`src/rtl/instr_decoder_pkg.sv`:
```
package instr_decoder_pkg;

  localparam int WORD_W   = 16;
  localparam int TOP_W    = 4;
  localparam int FIELD_W  = 6;
  localparam int COND_W   = 3;
  localparam int DISP_W   = 8;
  localparam int NUM_OPS  = 32;
  localparam int OP_IDX_W = $clog2(NUM_OPS);

  // Last assigned codes in each group
  localparam int TWO_OP_LAST  = 8;
  localparam int ONE_OP_LAST  = 12;
  localparam int ZERO_OP_LAST = 4;
  localparam logic [FIELD_W-1:0] MID_MASKSET = 6'd16;
  localparam logic [FIELD_W-1:0] MID_TRAP    = 6'd17;
  localparam logic [FIELD_W-1:0] ALL_ONES6   = '1;
  localparam logic [TOP_W-1:0]   ALL_ONES4   = '1;

  typedef enum logic [OP_IDX_W-1:0] {
    OP_LD, OP_ADD, OP_ADC, OP_SUB, OP_SBC, OP_CMP, OP_AND, OP_OR, OP_XOR,
    OP_NOT, OP_NEG, OP_INC, OP_DEC, OP_RR, OP_RRC, OP_RL, OP_RLC,
    OP_SRA, OP_SRL, OP_SL, OP_SLB, OP_SRB,
    OP_MASKSET, OP_TRAP, OP_BRA,
    OP_SETC, OP_CLRC, OP_RTS, OP_RTI, OP_NOP,
    OP_JMP, OP_JSR
  } opId_t;

  typedef enum logic [1:0] {
    CLS_TWO  = 2'd0,
    CLS_ONE  = 2'd1,
    CLS_ZERO = 2'd2,
    CLS_ILL  = 2'd3
  } instrClass_t;

  // Strobes from control to datapath: which fields to pass through
  typedef struct packed {
    logic takeOp1;
    logic takeOp2;
    logic takeMask;
    logic takeBrCond;
    logic takeJmpCond;
    logic takeDisp;
  } fieldSel_t;

endpackage

```
`src/rtl/instr_decoder_ctrl.sv`:
```
module instr_decoder_ctrl
  import instr_decoder_pkg::*;
(
  input  logic [TOP_W-1:0]   topField,
  input  logic [FIELD_W-1:0] midField,
  input  logic [FIELD_W-1:0] lowField,
  output instrClass_t        instrClass,
  output opId_t              opIdx,
  output logic               opValid,
  output fieldSel_t          fieldSel
);

  logic topIsOnes;
  logic midIsOnes;

  assign topIsOnes = (topField == ALL_ONES4);
  assign midIsOnes = (midField == ALL_ONES6);

  always_comb begin
    instrClass = CLS_ILL;
    opIdx      = OP_LD;
    opValid    = 1'b0;
    fieldSel   = '0;

    if (!topIsOnes) begin
      // two-operand group
      if (topField <= TOP_W'(TWO_OP_LAST)) begin
        instrClass       = CLS_TWO;
        opIdx            = opId_t'(OP_IDX_W'(topField));
        opValid          = 1'b1;
        fieldSel.takeOp1 = 1'b1;
        fieldSel.takeOp2 = 1'b1;
      end
    end else if (midIsOnes) begin
      // zero-operand group
      if (lowField[5:4] == 2'b10) begin
        instrClass           = CLS_ZERO;
        opIdx                = lowField[3] ? OP_JSR : OP_JMP;
        opValid              = 1'b1;
        fieldSel.takeJmpCond = 1'b1;
      end else if (lowField <= FIELD_W'(ZERO_OP_LAST)) begin
        instrClass = CLS_ZERO;
        opIdx      = opId_t'(OP_IDX_W'(OP_SETC) + OP_IDX_W'(lowField[2:0]));
        opValid    = 1'b1;
      end
    end else if (midField[5]) begin
      // branch: condition and displacement packed below the top nibble
      instrClass          = CLS_ONE;
      opIdx               = OP_BRA;
      opValid             = 1'b1;
      fieldSel.takeBrCond = 1'b1;
      fieldSel.takeDisp   = 1'b1;
    end else if (midField <= FIELD_W'(ONE_OP_LAST)) begin
      instrClass       = CLS_ONE;
      opIdx            = opId_t'(OP_IDX_W'(OP_NOT) + OP_IDX_W'(midField[3:0]));
      opValid          = 1'b1;
      fieldSel.takeOp1 = 1'b1;
    end else if (midField == MID_MASKSET || midField == MID_TRAP) begin
      instrClass        = CLS_ONE;
      opIdx             = midField[0] ? OP_TRAP : OP_MASKSET;
      opValid           = 1'b1;
      fieldSel.takeMask = 1'b1;
    end
  end


  always_comb begin
    ctrl_valid_class_chk: assert (opValid == (instrClass != CLS_ILL))
      else $error("valid flag disagrees with class");
  end


  always_comb begin
    if (!opValid) begin
      ctrl_illegal_nosel_chk: assert (fieldSel == '0)
        else $error("illegal word selects a field");
    end
  end

endmodule

```
`src/rtl/instr_decoder_fields.sv`:
```
module instr_decoder_fields
  import instr_decoder_pkg::*;
#(
  parameter int OFFSET_W = 16
) (
  input  logic [FIELD_W-1:0]  midField,
  input  logic [FIELD_W-1:0]  lowField,
  input  fieldSel_t           fieldSel,
  output logic [FIELD_W-1:0]  opnd1Spec,
  output logic [FIELD_W-1:0]  opnd2Spec,
  output logic [FIELD_W-1:0]  maskVal,
  output logic [COND_W-1:0]   condCode,
  output logic [OFFSET_W-1:0] branchOffset
);

  localparam int EXT_W = OFFSET_W - DISP_W;

  logic [DISP_W-1:0] dispRaw;
  logic [COND_W-1:0] brCond;
  logic [COND_W-1:0] jmpCond;

  assign dispRaw = {midField[1:0], lowField};
  assign brCond  = midField[4:2];
  assign jmpCond = lowField[2:0];

  assign opnd1Spec = fieldSel.takeOp1  ? lowField : '0;
  assign opnd2Spec = fieldSel.takeOp2  ? midField : '0;
  assign maskVal   = fieldSel.takeMask ? lowField : '0;

  always_comb begin
    condCode = '0;
    if (fieldSel.takeBrCond)       condCode = brCond;
    else if (fieldSel.takeJmpCond) condCode = jmpCond;
  end

  generate
    if (EXT_W > 0) begin : g_ext
      assign branchOffset = fieldSel.takeDisp ? {{EXT_W{dispRaw[DISP_W-1]}}, dispRaw} : '0;
    end else begin : g_noext
      assign branchOffset = fieldSel.takeDisp ? dispRaw[OFFSET_W-1:0] : '0;
    end
  endgenerate


  always_comb begin
    fld_cond_src_chk: assert (!(fieldSel.takeBrCond && fieldSel.takeJmpCond))
      else $error("two condition sources selected");
  end

endmodule

```
`src/rtl/instr_decoder_onehot.sv`:
```
module instr_decoder_onehot #(
  parameter int N = 32,
  localparam int IDX_W = $clog2(N)
) (
  input  logic             enable,
  input  logic [IDX_W-1:0] index,
  output logic [N-1:0]     hot
);

  for (genvar i = 0; i < N; i++) begin : g_bit
    assign hot[i] = enable && (index == IDX_W'(i));
  end


  always_comb begin
    onehot_width_chk: assert ($onehot0(hot))
      else $error("strobe has more than one bit");
    if (enable) begin
      onehot_hit_chk: assert (hot[index])
        else $error("enabled strobe missing its bit");
    end
  end

endmodule

```
`src/rtl/instr_decoder.sv`:
```
module instr_decoder
  import instr_decoder_pkg::*;
#(
  parameter int OFFSET_W = 16
) (
  input  logic [15:0]         instrWord,
  output logic                isTwoOp,
  output logic                isOneOp,
  output logic                isZeroOp,
  output logic                isIllegal,
  output logic [31:0]         opStrobe,
  output logic [5:0]          opnd1Spec,
  output logic [5:0]          opnd2Spec,
  output logic [5:0]          maskVal,
  output logic [2:0]          condCode,
  output logic [OFFSET_W-1:0] branchOffset
);

  logic [TOP_W-1:0]   topField;
  logic [FIELD_W-1:0] midField;
  logic [FIELD_W-1:0] lowField;
  instrClass_t        instrClass;
  opId_t              opIdx;
  logic               opValid;
  fieldSel_t          fieldSel;

  assign topField = instrWord[15:12];
  assign midField = instrWord[11:6];
  assign lowField = instrWord[5:0];

  instr_decoder_ctrl u_ctrl (
    .topField  (topField),
    .midField  (midField),
    .lowField  (lowField),
    .instrClass(instrClass),
    .opIdx     (opIdx),
    .opValid   (opValid),
    .fieldSel  (fieldSel)
  );

  instr_decoder_fields #(.OFFSET_W(OFFSET_W)) u_fields (
    .midField    (midField),
    .lowField    (lowField),
    .fieldSel    (fieldSel),
    .opnd1Spec   (opnd1Spec),
    .opnd2Spec   (opnd2Spec),
    .maskVal     (maskVal),
    .condCode    (condCode),
    .branchOffset(branchOffset)
  );

  instr_decoder_onehot #(.N(NUM_OPS)) u_onehot (
    .enable(opValid),
    .index (opIdx),
    .hot   (opStrobe)
  );

  assign isTwoOp   = (instrClass == CLS_TWO);
  assign isOneOp   = (instrClass == CLS_ONE);
  assign isZeroOp  = (instrClass == CLS_ZERO);
  assign isIllegal = (instrClass == CLS_ILL);

  always_comb begin

    class_onehot_chk: assert ($countones({isTwoOp, isOneOp, isZeroOp, isIllegal}) == 1)
      else $error("class outputs not one-hot");

    strobe_class_chk: assert (($countones(opStrobe) == 1) == !isIllegal)
      else $error("strobe count disagrees with class");

    if (isIllegal) begin
      illegal_quiet_chk: assert ({opnd1Spec, opnd2Spec, maskVal, condCode} == '0 && branchOffset == '0)
        else $error("illegal word drives a field");
    end

    if (isTwoOp) begin
      two_op_top_chk: assert (instrWord[15:12] != 4'hF && opStrobe[15:9] == '0)
        else $error("two-operand class on wrong group");
    end

    if (isZeroOp) begin
      zero_op_mid_chk: assert (instrWord[15:6] == 10'h3FF)
        else $error("zero-operand class without all-ones prefix");
    end

    if (opStrobe[OP_BRA]) begin
      branch_ext_chk: assert (branchOffset[7:0] == instrWord[7:0] &&
                              branchOffset[OFFSET_W-1:8] == {(OFFSET_W-8){instrWord[7]}})
        else $error("branch offset not sign-extended low byte");
    end
  end

endmodule

```
`config.mk`:
```
export PLATFORM = sky130hd
export DESIGN_NAME = instr_decoder
export DESIGN_NICKNAME = d
export VERILOG_FILES = /design/src/rtl/instr_decoder_pkg.sv /design/src/rtl/instr_decoder_ctrl.sv /design/src/rtl/instr_decoder_fields.sv /design/src/rtl/instr_decoder_onehot.sv /design/src/rtl/instr_decoder.sv
export SDC_FILE = /design/constraint.sdc
export NUM_CORES = 1
export LEC_CHECK = 0
export BUFFER_PORTS_ARGS = -buffer_cell sky130_fd_sc_hd__clkbuf_2
export CORE_MARGIN = 2
export CORE_UTILIZATION = 47
export DETAILED_ROUTE_END_ITERATION = 6
export PLACE_DENSITY_LB_ADDON = 0.2
export SLEW_MARGIN = 30
export SYNTH_ARGS = -nofsm -noshare
export SYNTH_HDL_FRONTEND = slang
export SYNTH_SLANG_ARGS = --single-unit
```
`constraint.sdc`:
```
create_clock -name vclk -period 4.1
set_input_delay 0.41 -clock vclk [all_inputs]
set_output_delay 0.41 -clock vclk [all_outputs]
set_load 0.1 [all_outputs]
```
**After elaboration in Yosys (flattened, before gate mapping)**

Index checks and enable logic that the tools add are counted.

- Latch bits: 0
- Word-level logic and storage cells: 125
- Memory bits (read-only): 0
- Memories: 0
- Output and inout bits: 73
- Register bits: 0
- Input bits: 16
- RAM bits: 0

- Shifts and indexed selects: 0
- Eq/ne operators: 39
- Bitwise logic cells: 0
- Multiply operators: 0
- Reduce and logical (&&, ||, !) cells: 35
- Add/subtract/negate cells: 2
- Div/mod/pow operators: 0
- $lt $le $gt $ge: 3
- Muxes and demuxes: 46

Operator list:

| operator | number |
|---|---|
| $eq 5x5->1 const B | 16 |
| $eq 5x4->1 const B | 8 |
| $mux 5 | 7 |
| $logic_and 1x1->1 | 32 |
| $mux 1 | 22 |
| $eq 5x3->1 const B | 4 |
| $mux 2 | 9 |
| $mux 6 | 3 |
| $mux 16 | 1 |
| $eq 6x5->1 const B | 2 |
| $add 4x4->5 const A | 2 |
| $eq 5x2->1 const B | 2 |
| $mux 4 | 2 |
| $eq 2x2->1 const B | 3 |
| $eq 6x6->1 const B | 1 |
| $le 6x3->1 const B | 1 |
| $le 6x4->1 const B | 1 |
| $mux 3 | 2 |
| $eq 5x1->1 const B | 1 |
| $logic_not 5->1 | 1 |
| $eq 4x4->1 const B | 1 |
| $le 4x4->1 const B | 1 |
| $eq 2x1->1 const B | 1 |
| $logic_not 2->1 | 1 |
| $logic_or 1x1->1 | 1 |

**Depth between registers and ports, before layout**

- Depth in word-level cells: 9
- Mapped depth: 8
- Mapped depth without buffers: 8

**Cells and area by module**

From an unflattened synthesis, not the netlist that was laid out.

- Cell total of the unflattened synthesis: 176
- Area, all modules: 1061.0 um^2

Modules (own cells, without submodules):

| module | area each (um^2) | instances | cells an instance | seq. area each (um^2) |
|---|---|---|---|---|
| instr_decoder_ctrl | 540.5 | 1 | 82 | 0.0 |
| instr_decoder_fields | 260.2 | 1 | 43 | 0.0 |
| instr_decoder_onehot | 234.0 | 1 | 47 | 0.0 |
| instr_decoder | 26.3 | 1 | 4 | 0.0 |

**Worst setup path after synthesis**

OpenSTA, ideal clock, no wires.

- Path type: input to output
- Start point: in instrWord[0]
- End point: out isZeroOp
- Cell stages on the path: 5
- Path slack: 313 ps
- Data arrival time: 3377 ps
- Required time: 3690 ps
- Buffers on the path: 0
- Cells stage by stage: inv_1 > ha_1 > nor2b_1 > or4_4 > a211oi_1

- Cells in the longest elaborated chain, start to end: 6

Ends and longest elaborated chain:

| item | line | text |
|---|---|---|
| start: declaration | instr_decoder.sv:6 | `input logic [15:0] instrWord,` |
| $le 6x3->1 | instr_decoder_ctrl.sv:41 | `end else if (lowField <= FIELD_W'(ZERO_OP_LAST)) begin` |
| $mux 1 | instr_decoder_ctrl.sv:41 |  |
| $mux 2 | instr_decoder_ctrl.sv:36 | `if (lowField[5:4] == 2'b10) begin` |
| $mux 2 | instr_decoder_ctrl.sv:34 | `end else if (midIsOnes) begin` |
| $mux 2 | instr_decoder_ctrl.sv:25 | `if (!topIsOnes) begin` |
| $eq 2x2->1 | instr_decoder.sv:60 | `assign isZeroOp = (instrClass == CLS_ZERO);` |
| end: declaration | instr_decoder.sv:9 | `output logic isZeroOp,` |

No other way between the ends.

**Worst setup path after layout**

- Start point: in instrWord[6]
- End point: out opStrobe[18]

- Cells in the longest elaborated chain, start to end: 9
- Elaborated cells on any way between the ends: 19
- Classes of those cells: add/sub: 1; order compare: 1; eq/ne: 4; mux: 11; reduce/logical: 2

Ends and longest elaborated chain:

| item | line | text |
|---|---|---|
| parallel branches: the longest is 8 deep, another holds $le 6x4->1 | - |  |
| $logic_and 1x1->1 (*) | instr_decoder_onehot.sv:11 | `assign hot[i] = enable && (index == IDX_W'(i));` |
| end: declaration | instr_decoder.sv:11 | `output logic [31:0] opStrobe,` |

Every way passes the cells marked *.

==> flow_summary.json <==
{
  "status": "complete, no violations",
  "fill_cells": 248,
  "min_path_type": "input pin to output port",
  "number_of_antenna_violations_at_the_first_check_in_global_routing": 0,
  "critical_path.max_fanout": 8,
  "power_report.internal_total_uw": 47.2,
  "report.final.slew_viol_count": 0,
  "die_height_microns": 55.8,
  "synth_top_family_by_area": "simple AND/OR/NAND/NOR gates",
  "drc": 0,
  "detailed_place.area_sq_um": 1640,
  "timing.max_slew.rel_slack_pct": 57.5,
  "synth_xor_area_share_pct": 0,
  "final_hold_viol_count": 0,
  "final.period_utilization_pct": 74.9,
  "most_used_cell_cp": "sky130_fd_sc_hd__clkbuf_2",
  "seq_cell_count": 0,
  "dp_hpwl_mm": 2.98,
  "wirelength_mm": 3.61,
  "placement.io_buffers": 89,
  "std_cell_rows": 18,
  "netSwitchingFraction_pct": 79.1,
  "finish.utilization_pct": 65.8,
  "critical_path_cell_count": 10,
  "layout_min_cycle_time_ns": 3.07,
  "worst_setup_path_end_kind": "output port",
  "layout-area-overhead-vs-synth_pct": 30.5,
  "route.top_layer_used": "met3",
  "rsz0062_at_grt": "no",
  "wirelength_met1_mm": 1.66,
  "synth_sequential_area_ratio_pct": 0,
  "worstPathBufferInverterCount": 3,
  "fraction_of_the_mapped_netlist_area_in_compound_gates_pct": 32.9,
  "p_per_area_nw_per_um2": 137,
  "holdBufCountCts": 0,
  "grt_max_degree": 13,
  "crit_start": "instrWord[6]",
  "total_setup_violations_reported_at_the_end_of_the_flow": 0,
  "grt_pass1_vias": 1186,
  "worst_slew_pin_slew_ns": 0.632,
  "route.detailed.wl_per_inst_microns": 12.8,
  "cts.repair_timing.setup_buffer_count": 0,
  "startpoint_type": "input pin",
  "critPathArrivalTime_ns": 2.66,
  "place.detailed.instances": 281,
  "synthSimpleGateAreaFrac_pct": 49.6,
  "clkPwrFrac_pct": 0,
  "syn-mean-instance-area_sq_um": 7.16,
  "core_region_area_sq_um": 2500,
  "num_antenna_cells": 0,
  "power_frac_comb_pct": 100.0,
  "slowest_stage": "sky130_fd_sc_hd__clkbuf_2",
  "met2_wirelength_mm": 1.75,
  "grt_use_total_pct": 20.7,
  "synth_area_sq_um": 1260,
  "die_w_microns": 55.8,
  "grt-ovfl-total": 0,
  "timing.setup.critical_path_class": "input pin to output port",
  "critical_path_required_ns": 3.69,
  "layout-drive-gt1-share_pct": 51.0,
  "floorplan.io_pins": 89,
  "synth_adder_area_share_pct": 5.96,
  "worstPathCellList": "clkbuf_2 > inv_1 > ha_1 > and2b_1 > a211oi_1 > o21bai_2 > nand2_2 > o32a_4 > nor2_1 > clkbuf_2",
  "synth_warnings": 0,
  "post_cts_resize_count": 0,
  "num-nets-final": 275,
  "max_freq_mhz": 326,
  "clock_buffer_count": 0,
  "drt-pass1-iter-count": 4,
  "cell_area_after_layout_sq_um": 1640,
  "hold_ws_ns": 1.44,
  "register_area_sq_um": 0,
  "cap_viol_max_count": 0,
  "drt_first_iter_violations": 45,
  "ant_nets": 0,
  "crit_path_max_incr_delay_ns": 0.47,
  "critPathCapture": "opStrobe[18]",
  "initial_core_util_pct": 50.4,
  "vias": 1527,
  "avgViaCountPerCell": 5.43,
  "power.leakage_uw": 0.000849,
  "finalWeightedCongestion": 0.819,
  "seq_power_share_pct": 0,
  "synthesis.instances": 176,
  "critical-path-top-delay-family": "compound AO/OA/AOI/OAI gates",
  "worst_ir_drop_vdd_mv": 0.0956,
  "synthMuxAreaShare_pct": 0.794,
  "die-area_sq_um": 3110,
  "syn_nets": 198,
  "grt_first_pass_wirelength_mm": 5.60,
  "setup_tns_ns": 0,
  "met3_length_microns": 201,
  "total_switching_power_uw": 179,
  "synth.lib_cells_used.distinct": 58,
  "layoutNonFillerInstCount": 281
}
cells in the mapped netlist (2+ instances only):
master                     number  area [sq um]
sky130_fd_sc_hd__buf_2          4          20.0
sky130_fd_sc_hd__nor3_1         4          20.0
sky130_fd_sc_hd__nand2b_1       3          18.8
sky130_fd_sc_hd__nor4_1         2          12.5
sky130_fd_sc_hd__a211oi_1       2          15.0
sky130_fd_sc_hd__nand4_2        2          25.0
sky130_fd_sc_hd__and2_1        21           131
sky130_fd_sc_hd__and2_2         3          22.5
sky130_fd_sc_hd__inv_1         10          37.5
sky130_fd_sc_hd__nand3_1        2          10.0
sky130_fd_sc_hd__nand2_1        9          33.8
sky130_fd_sc_hd__buf_4          9          67.6
sky130_fd_sc_hd__nor2b_1        2          12.5
sky130_fd_sc_hd__nor3b_1        2          15.0
sky130_fd_sc_hd__nor2_1        40           150
sky130_fd_sc_hd__and3_1         3          18.8
sky130_fd_sc_hd__a22o_1         2          17.5
sky130_fd_sc_hd__ha_1           6          75.1
sky130_fd_sc_hd__a32oi_2        2          32.5
sky130_fd_sc_hd__nand3_2        7          70.1
sky130_fd_sc_hd__nand2_2        2          12.5
sky130_fd_sc_hd__o21ai_1        3          15.0
area by class of cell:
type                       count  area (sq um)  share of cell area, %
multi-input combinational    152          1120                   68.3
timing repair buffer          89           445                   27.1
tap                           30          37.5                   2.28
inverter                      10          37.5                   2.28
cell families (layout without fill, tap and decap cells):
group	count (synthesis)	in the layout
fa+ha+maj	6	6
mux	1	1
simple gates	110	110
buf+inv	24	99
compound gates	35	35
stage by stage:
stage | power (uW) | setup WS [ns]
finish | 226 | 1.03
floorplan | 187 | 0.313
global placement | 225 | 1.06
detailed placement | 225 | 1.04
global route | 236 | 0.891
CTS | 226 | 1.04
worst min-delay path by stage:
| stage | to | cells after the start | slack (ns) | startpoint |
|---|---|---|---|---|
| after detailed placement | branchOffset[4] | 3 | 1.45 | instrWord[4] |
| after CTS | branchOffset[4] | 3 | 1.44 | instrWord[4] |
| after global placement | branchOffset[4] | 3 | 1.44 | instrWord[4] |
| after global routing | branchOffset[4] | 3 | 1.47 | instrWord[4] |
| final | branchOffset[4] | 3 | 1.44 | instrWord[4] |
| after floorplan | branchOffset[2] | 1 | 1.15 | instrWord[2] |
layout by cell type (no fill, tap or decap), drive strengths merged, types with 2 or more instances in the layout:
master / instances
ha: 6
a211oi: 3
and2: 24
nor2b: 2
a21o: 2
a2bb2oi: 2
nor4: 2
a32oi: 2
inv: 10
nand2: 11
nor3b: 3
and3: 4
nand4: 3
a22o: 3
clkbuf: 89
nand3: 9
o21ai: 6
a31o: 2
nand2b: 3
nor2: 41
o21bai: 2
nor3: 4
layer usage:
metal	global-route usage [%]	up-vias
met2	34.5	41
met5	0	-
met3	0.698	0
met4	0	0
li1	-	764
met1	31.2	722
power groups by stage:
stage | clock network (uW) | registers (uW) | logic (uW)
floorplan | 0 | 0 | 187
global placement | 0 | 0 | 225
detailed placement | 0 | 0 | 225
CTS | 0 | 0 | 226
global route | 0 | 0 | 236
finish | 0 | 0 | 226
Note: power is estimated with default switching activity, not from simulation.
